--- src/rtl/fsup_pkg.sv ---
package fsup_pkg;
    typedef enum logic [1:0] {
        DB_CLEAR     = 2'd0,
        DB_ARMING    = 2'd1,
        DB_HELD      = 2'd2,
        DB_RELEASING = 2'd3
    } db_state_e;

    typedef enum logic [1:0] {
        POL_OFF    = 2'd0,
        POL_AUTO   = 2'd1,
        POL_DETECT = 2'd2
    } policy_e;

    localparam int STATUS_W = 8;
endpackage

--- src/rtl/fsup_debounce.sv ---
module fsup_debounce
    import fsup_pkg::*;
#(
    parameter int HOLD_TICKS = 10
) (
    input  logic clk,
    input  logic rst_n,
    input  logic tick,
    input  logic en,
    input  logic raw,
    output logic accepted
);
    localparam int CW = $clog2(HOLD_TICKS + 1);
    localparam logic [CW-1:0] LAST = CW'(HOLD_TICKS - 1);

    db_state_e     st_q, st_d;
    logic [CW-1:0] cnt_q, cnt_d;

    always_ff @(posedge clk or negedge rst_n) begin
        if (!rst_n) begin
            st_q  <= DB_CLEAR;
            cnt_q <= '0;
        end else begin
            st_q  <= st_d;
            cnt_q <= cnt_d;
        end
    end

    always_comb begin
        st_d  = st_q;
        cnt_d = cnt_q;
        unique case (st_q)
            DB_CLEAR: begin
                if (en && raw) begin
                    st_d  = DB_ARMING;
                    cnt_d = '0;
                end
            end
            DB_ARMING: begin
                if (!en || !raw) begin
                    st_d = DB_CLEAR;
                end else if (tick) begin
                    if (cnt_q == LAST) st_d = DB_HELD;
                    else cnt_d = cnt_q + 1'b1;
                end
            end
            DB_HELD: begin
                if (en && !raw) begin
                    st_d  = DB_RELEASING;
                    cnt_d = '0;
                end
            end
            DB_RELEASING: begin
                if (!en || raw) begin
                    st_d = DB_HELD;
                end else if (tick) begin
                    if (cnt_q == LAST) st_d = DB_CLEAR;
                    else cnt_d = cnt_q + 1'b1;
                end
            end
            default: st_d = DB_CLEAR;
        endcase
    end

    always_comb begin
        accepted = (st_q == DB_HELD) || (st_q == DB_RELEASING);
    end
endmodule

--- src/rtl/fsup_policy.sv ---
module fsup_policy
    import fsup_pkg::*;
(
    input  logic    clk,
    input  logic    rst_n,
    input  logic    sel_auto,
    input  logic    sel_detect,
    output policy_e policy
);
    policy_e pol_q, pol_d;

    always_ff @(posedge clk or negedge rst_n) begin
        if (!rst_n) pol_q <= POL_OFF;
        else        pol_q <= pol_d;
    end

    always_comb begin
        pol_d = pol_q;
        unique case ({sel_auto, sel_detect})
            2'b10:   pol_d = POL_AUTO;
            2'b01:   pol_d = POL_DETECT;
            2'b00:   pol_d = POL_OFF;
            default: pol_d = pol_q;
        endcase
    end

    assign policy = pol_q;
endmodule

--- src/rtl/fsup_status.sv ---
module fsup_status
    import fsup_pkg::*;
#(
    parameter int NCH = 12
) (
    input  logic                clk,
    input  logic                rst_n,
    input  logic [NCH-1:0]      ol_acc,
    input  logic                ext_err,
    input  logic                rset_err,
    input  logic                temp_warn,
    input  logic                temp_shut,
    input  logic                diag_en,
    input  logic                uv,
    input  logic                comm_err,
    input  logic                stat_rd,
    input  logic                flt_rd,
    output logic [STATUS_W-1:0] status,
    output logic [NCH-1:0]      fault_reg
);
    logic           tw_q, tsd_q, cerr_q;
    logic [NCH-1:0] flt_q;

    always_ff @(posedge clk or negedge rst_n) begin
        if (!rst_n) begin
            tw_q   <= 1'b0;
            tsd_q  <= 1'b0;
            cerr_q <= 1'b0;
            flt_q  <= '0;
        end else begin
            tw_q   <= temp_warn | (tw_q & ~stat_rd);
            tsd_q  <= temp_shut | (tsd_q & ~stat_rd);
            cerr_q <= comm_err | (cerr_q & ~stat_rd);
            flt_q  <= flt_rd ? ol_acc : (flt_q | ol_acc);
        end
    end

    always_comb begin
        status    = {rset_err, cerr_q, uv, diag_en, tw_q, tsd_q, ext_err, |ol_acc};
        fault_reg = flt_q;
    end
endmodule

--- src/rtl/openload_supervisor.sv ---
module openload_supervisor
    import fsup_pkg::*;
#(
    parameter int NCH        = 12,
    parameter int HOLD_TICKS = 10
) (
    input  logic                clk,
    input  logic                rst_n,
    input  logic                ms_tick,
    input  logic [NCH-1:0]      ol_raw,
    input  logic                diag_en,
    input  logic                diag_in,
    input  logic                cfg_autorec,
    input  logic                cfg_detonly,
    input  logic                temp_warn,
    input  logic                temp_shut,
    input  logic                rset_short,
    input  logic                uv,
    input  logic                comm_err,
    input  logic                stat_rd,
    input  logic                flt_rd,
    output logic [STATUS_W-1:0] status,
    output logic [NCH-1:0]      fault_reg,
    output logic                diag_oe,
    output logic [NCH-1:0]      ch_off,
    output logic [NCH-1:0]      ch_low
);
    policy_e        policy;
    logic [NCH-1:0] ol_acc;
    logic           ext_err, rset_err, ol_any, ol_en, ext_low;
    logic           diag_q, diag_d;
    logic [NCH-1:0] off_q, off_d, low_q, low_d;

    fsup_policy u_policy (
        .clk        (clk),
        .rst_n      (rst_n),
        .sel_auto   (cfg_autorec),
        .sel_detect (cfg_detonly),
        .policy     (policy)
    );

    assign ol_en   = diag_en && (policy != POL_OFF);
    assign ext_low = ~diag_in & ~diag_q;

    for (genvar g = 0; g < NCH; g++) begin : g_ch
        fsup_debounce #(.HOLD_TICKS(HOLD_TICKS)) u_db (
            .clk      (clk),
            .rst_n    (rst_n),
            .tick     (ms_tick),
            .en       (ol_en),
            .raw      (ol_raw[g]),
            .accepted (ol_acc[g])
        );
    end

    fsup_debounce #(.HOLD_TICKS(HOLD_TICKS)) u_db_ext (
        .clk      (clk),
        .rst_n    (rst_n),
        .tick     (ms_tick),
        .en       (diag_en),
        .raw      (ext_low),
        .accepted (ext_err)
    );

    fsup_debounce #(.HOLD_TICKS(HOLD_TICKS)) u_db_rset (
        .clk      (clk),
        .rst_n    (rst_n),
        .tick     (ms_tick),
        .en       (1'b1),
        .raw      (rset_short),
        .accepted (rset_err)
    );

    fsup_status #(.NCH(NCH)) u_status (
        .clk       (clk),
        .rst_n     (rst_n),
        .ol_acc    (ol_acc),
        .ext_err   (ext_err),
        .rset_err  (rset_err),
        .temp_warn (temp_warn),
        .temp_shut (temp_shut),
        .diag_en   (diag_en),
        .uv        (uv),
        .comm_err  (comm_err),
        .stat_rd   (stat_rd),
        .flt_rd    (flt_rd),
        .status    (status),
        .fault_reg (fault_reg)
    );

    assign ol_any = |ol_acc;

    always_ff @(posedge clk or negedge rst_n) begin
        if (!rst_n) begin
            diag_q <= 1'b0;
            off_q  <= '0;
            low_q  <= '0;
        end else begin
            diag_q <= diag_d;
            off_q  <= off_d;
            low_q  <= low_d;
        end
    end

    always_comb begin
        diag_d = ((policy != POL_OFF) && ol_any) || rset_err || temp_shut;
        off_d  = '0;
        low_d  = '0;
        unique case (policy)
            POL_AUTO: begin
                if (ext_err) begin
                    off_d = '1;
                end else if (ol_any) begin
                    low_d = ol_acc;
                    off_d = ~ol_acc;
                end
            end
            POL_DETECT: ;
            POL_OFF:    ;
            default:    ;
        endcase
    end

    assign diag_oe = diag_q;
    assign ch_off  = off_q;
    assign ch_low  = low_q;
endmodule

--- config.mk ---
export PLATFORM = sky130hd
export DESIGN_NAME = openload_supervisor
export DESIGN_NICKNAME = d
export VERILOG_FILES = /design/src/rtl/fsup_pkg.sv /design/src/rtl/fsup_debounce.sv /design/src/rtl/fsup_policy.sv /design/src/rtl/fsup_status.sv /design/src/rtl/openload_supervisor.sv
export SDC_FILE = /design/constraint.sdc
export NUM_CORES = 1
export LEC_CHECK = 0
export BUFFER_PORTS_ARGS = -buffer_cell sky130_fd_sc_hd__buf_4
export CAP_MARGIN = 5
export CELL_PAD_IN_SITES_DETAIL_PLACEMENT = 1
export CELL_PAD_IN_SITES_GLOBAL_PLACEMENT = 2
export CORE_MARGIN = 2
export CORE_UTILIZATION = 41
export DETAILED_ROUTE_END_ITERATION = 16
export PLACE_DENSITY = 0.95
export SYNTH_ARGS = -nofsm -noshare
export SYNTH_HDL_FRONTEND = slang
export SYNTH_SLANG_ARGS = --single-unit
--- constraint.sdc ---
create_clock -name clk -period 4.4 [get_ports clk]
set_input_delay 0.22 -clock clk [delete_from_list [all_inputs] [get_ports clk]]
set_output_delay 0.22 -clock clk [all_outputs]
set_load 0.05 [all_outputs]
==> impl_metrics.py <==
metrics = {
    "hold_path": {
        "hold_path_depth": 2,
        "worstHoldStart": "cfg_detonly",
        "hold_path_class": "in2reg",
        "whs_endpoint": "u_policy.policy[0]$_DFFE_PN0P_",
    },
    "drt": {
        "first_iter_violations": 264,
        "firstDrtPassIters": 4,
        "wire_per_inst_um": 19.42,
        "drt_drc_violations_left": 0,
        "routed_via_density": 5.899,
        "vias": 5303,
        "wl_um": 17460,
        "ant_nets": 0,
    },
    "layout": {
        "drive_gt1_frac": 0.1801,
        "area_growth_pct": 19.06,
        "fin_nets": 727,
        "top_register": "g_ch.u_db.cnt_q",
        "fin_cells": 899,
        "reg_top3": "g_ch.u_db.cnt_q x48, g_ch.u_db.st_q x24",
        "largest_reg_flops": 48,
        "diodes": 0,
    },
    "placed_design": {
        "portBuffers": 68,
        "dp_hpwl_um": 11390,
        "globalplace.congestion": 0.8088,
        "place_inst": 866,
    },
    "timing": {
        "slew_viol_final": 0,
        "finalSetupTns_ps": 0,
        "slew_headroom": 0.2056,
        "grt_setup_unrepaired": "false",
        "hold_viol": 0,
        "min_period_ps": 2389,
        "worst_pin_slew_ps": 1190,
        "max_clock_freq_ghz": 0.4185,
        "clock_skew_ps": 8.749,
        "setup_viol": 0,
        "finalCritPeriodShare": 0.5430,
    },
    "critical_path": {
        "max_stage_delay_ps": 560,
        "critPathCaptureType": "output port",
        "critPathTopFamily": "simple AND/OR/NAND/NOR gates",
        "reg2reg_depth": 3,
        "arrival_ps": 2170,
        "crit_required_ps": 4180,
        "r2r_setup_slack_ps": 2210,
        "r2r-start": "u_policy.policy[0]$_DFFE_PN0P_",
        "crit_type": "reg2out",
        "crit_path_max_fanout": 14,
        "critPathBufInv": 2,
        "cp-start-kind": "flop",
        "cpMaxStageDelayCell": "and3_1",
        "r2r_end": "g_ch[5].u_db.cnt_q[1]$_DFFE_PN0P_",
        "cp_cell_sequence": "nor4_1 > and3_1 > inv_1 > buf_4",
        "cp_num_cells": 4,
    },
    "floorplanning": {
        "num_rows": 46,
        "coreArea_um2": 15710,
        "chipWidth_um": 130.3,
        "dieArea_um2": 16990,
        "initial_utilization": 0.4165,
        "io_pins": 71,
        "die_h_um": 130.3,
    },
    "clocking": {
        "cts_tree": "yes",
        "cts_max_level": 4,
        "ctsHoldBuffers": 4,
        "clock_sinks": 126,
        "clock-root-buffer": "clkbuf_16",
        "postCtsSetupRepairBufs": 0,
        "cts_buffers": 17,
        "clkLatencyLatePin_ps": 420,
        "cts.repair.resized": 0,
        "clock_path_buffers": 2,
        "path_clk_slew_ps": 60,
    },
    "power": {
        "power.share.combinational": 0.098,
        "cellPowerDensity_nw_per_um2": 399.9,
        "p_switching_w": 0.0007852,
        "clkPwrFrac": 0.480,
        "intPower_w": 0.002331,
        "switching_share": 0.2520,
        "seq_power_share": 0.423,
        "p_leak_nw": 3.471,
        "ir_drop_uv": 251.5,
    },
    "run_status": {
        "outcome": "complete, no violations",
    },
    "yosys": {
        "synth-async-reset-ratio": 1.000,
        "ys_ff_latch": 126,
        "syn_area_um2": 6544,
        "avgSynthCellArea_um2": 10.47,
        "yosys.cell_types.count": 50,
        "yosys-top-cells-count": "dfrtp_1, o21ai_0, nand3_1, inv_1, o211ai_1",
        "synth_fp_nets": 679,
        "yosysWarnings": 0,
        "synth_edf_count": 0,
        "yosysTopAreaCell": "dfrtp_1",
        "synth.most_common_cell": "dfrtp_1",
        "synthTopCellsByArea": "dfrtp_1, ha_1, o21ai_0, o211ai_1, o311ai_0",
        "ys_seq_area_frac": 0.4818,
        "yosys.area.top_type_share": 0.4818,
        "synth_ff_type": "dfrtp_1",
        "syn_inst": 625,
    },
    "grt": {
        "grt_start_max_net_pins": 65,
        "grtUsageMet2": 0.3748,
        "grt_pass1_wl_um": 28610,
        "gr-max-usage-layer": "met2",
        "grt_pass1_vias": 5691,
        "antenna_found_initial": 0,
        "use_met3": 0.04592,
        "track_usage": 0.2144,
        "grt-ovfl-total": 0,
        "grt_use_met1": 0.2661,
    },
    "flow_run": {
        "maxCapViolCount": 0,
    },
}
worst register-to-register path, delay by kind of cell (launching register included):
kind | cells | cell delay, ps
flip-flops | 1 | 470
AO/OA/AOI/OAI | 2 | 1330
AND/OR/NAND/NOR | 1 | 260
area by class of cell:
class | instances | area [um2]
Sequential cell | 126 | 3153
Clock buffer | 22 | 484.2
Tap cell | 216 | 270.3
Timing Repair Buffer | 75 | 573.1
Multi-Input combinational cell | 420 | 3052
Clock inverter | 7 | 135.1
Inverter | 33 | 123.9
Fill cell | 1736 | 7921
cells in the final DEF, fill, tap and decap left out, drive strengths merged, types with 3 or more instances in the layout:
cell,Yosys,routed
nand2,22,22
nand4,27,27
clkbuf,29,22
nor2,4,4
a221o,3,3
dfrtp,126,126
o21ai,50,50
and3,3,3
dlygate4sd3,0,4
or3,9,9
bufinv,0,4
and3b,12,12
o211ai,31,31
a21oi,5,5
buf,17,71
a31oi,9,9
inv,33,33
clkinv,0,3
nor2b,3,3
nand3,35,35
o31ai,12,12
mux2,14,14
a21o,16,16
o311ai,39,39
ha,28,28
nor4,3,3
and2,15,15
nand3b,6,6
xnor2,13,13
nand2b,29,29
or4,14,14
worst max path at each step:
stage | slack [ps] | endpoint | startpoint
3_5_place_dp | 1620 | g_ch[2].u_db.cnt_q[1]$_DFFE_PN0P_ | ms_tick
3_3_place_gp | 1850 | g_ch[0].u_db.cnt_q[0]$_DFFE_PN0P_ | ms_tick
5_1_grt | 1840 | g_ch[3].u_db.cnt_q[0]$_DFFE_PN0P_ | ms_tick
4_1_cts | 1970 | status[0] | g_ch[0].u_db.st_q[1]$_DFFE_PN0P_
6_report | 2010 | status[0] | g_ch[0].u_db.st_q[1]$_DFFE_PN0P_
2_1_floorplan | 2560 | u_db_ext.cnt_q[1]$_DFFE_PN0P_ | diag_oe$_DFF_PN0_
stage by stage:
| step | setup WS (ps) | utilization | instance area (um2) | total power, W | hold WS [ps] |
|---|---|---|---|---|---|
| 5_1_grt | 1840 | 0.4959 | 7791 | 0.003231 | 22.71 |
| 2_1_floorplan | 2564 | - | 6544 | 0.001509 | -75.59 |
| 6_report | 2011 | 0.4959 | 7791 | 0.003116 | 24.98 |
| 3_5_place_dp | 1617 | 0.4539 | 7132 | 0.001631 | 292.0 |
| 4_1_cts | 1968 | 0.4959 | 7791 | 0.003133 | 13.54 |
| 3_3_place_gp | 1854 | 0.4539 | 7132 | 0.001601 | 277.1 |
logic make-up (layout without fill, tap and decap cells):
| group | after synthesis | count (layout) | share of synthesized area |
|---|---|---|---|
| AOI/OAI and AO/OA | 176 | 176 | 0.1908 |
| adders and majority gates | 28 | 28 | 0.05354 |
| DFF | 126 | 126 | 0.4818 |
| and+or+nand+nor | 188 | 188 | 0.1780 |
| buffers and inverters | 79 | 137 | 0.05296 |
| muxes | 14 | 14 | 0.02409 |
| xor gates and xnor gates | 14 | 14 | 0.01874 |
power by group through the flow:
stage                     combinational (W)  sequential [W]  clock [W]
after floorplan                    0.000207         0.00130          0
after global placement             0.000277         0.00132          0
after detailed placement           0.000298         0.00133          0
after CTS                          0.000308         0.00132    0.00151
after global routing               0.000341         0.00133    0.00156
final                              0.000304         0.00132    0.00149
metal layers:
metal  share of wire  wire length [um]
met5               0                 0
met4           0.011               199
met3           0.039               679
met2            0.51              8966
met1            0.44              7613
No activity file was read; power rests on OpenSTA's default activity.
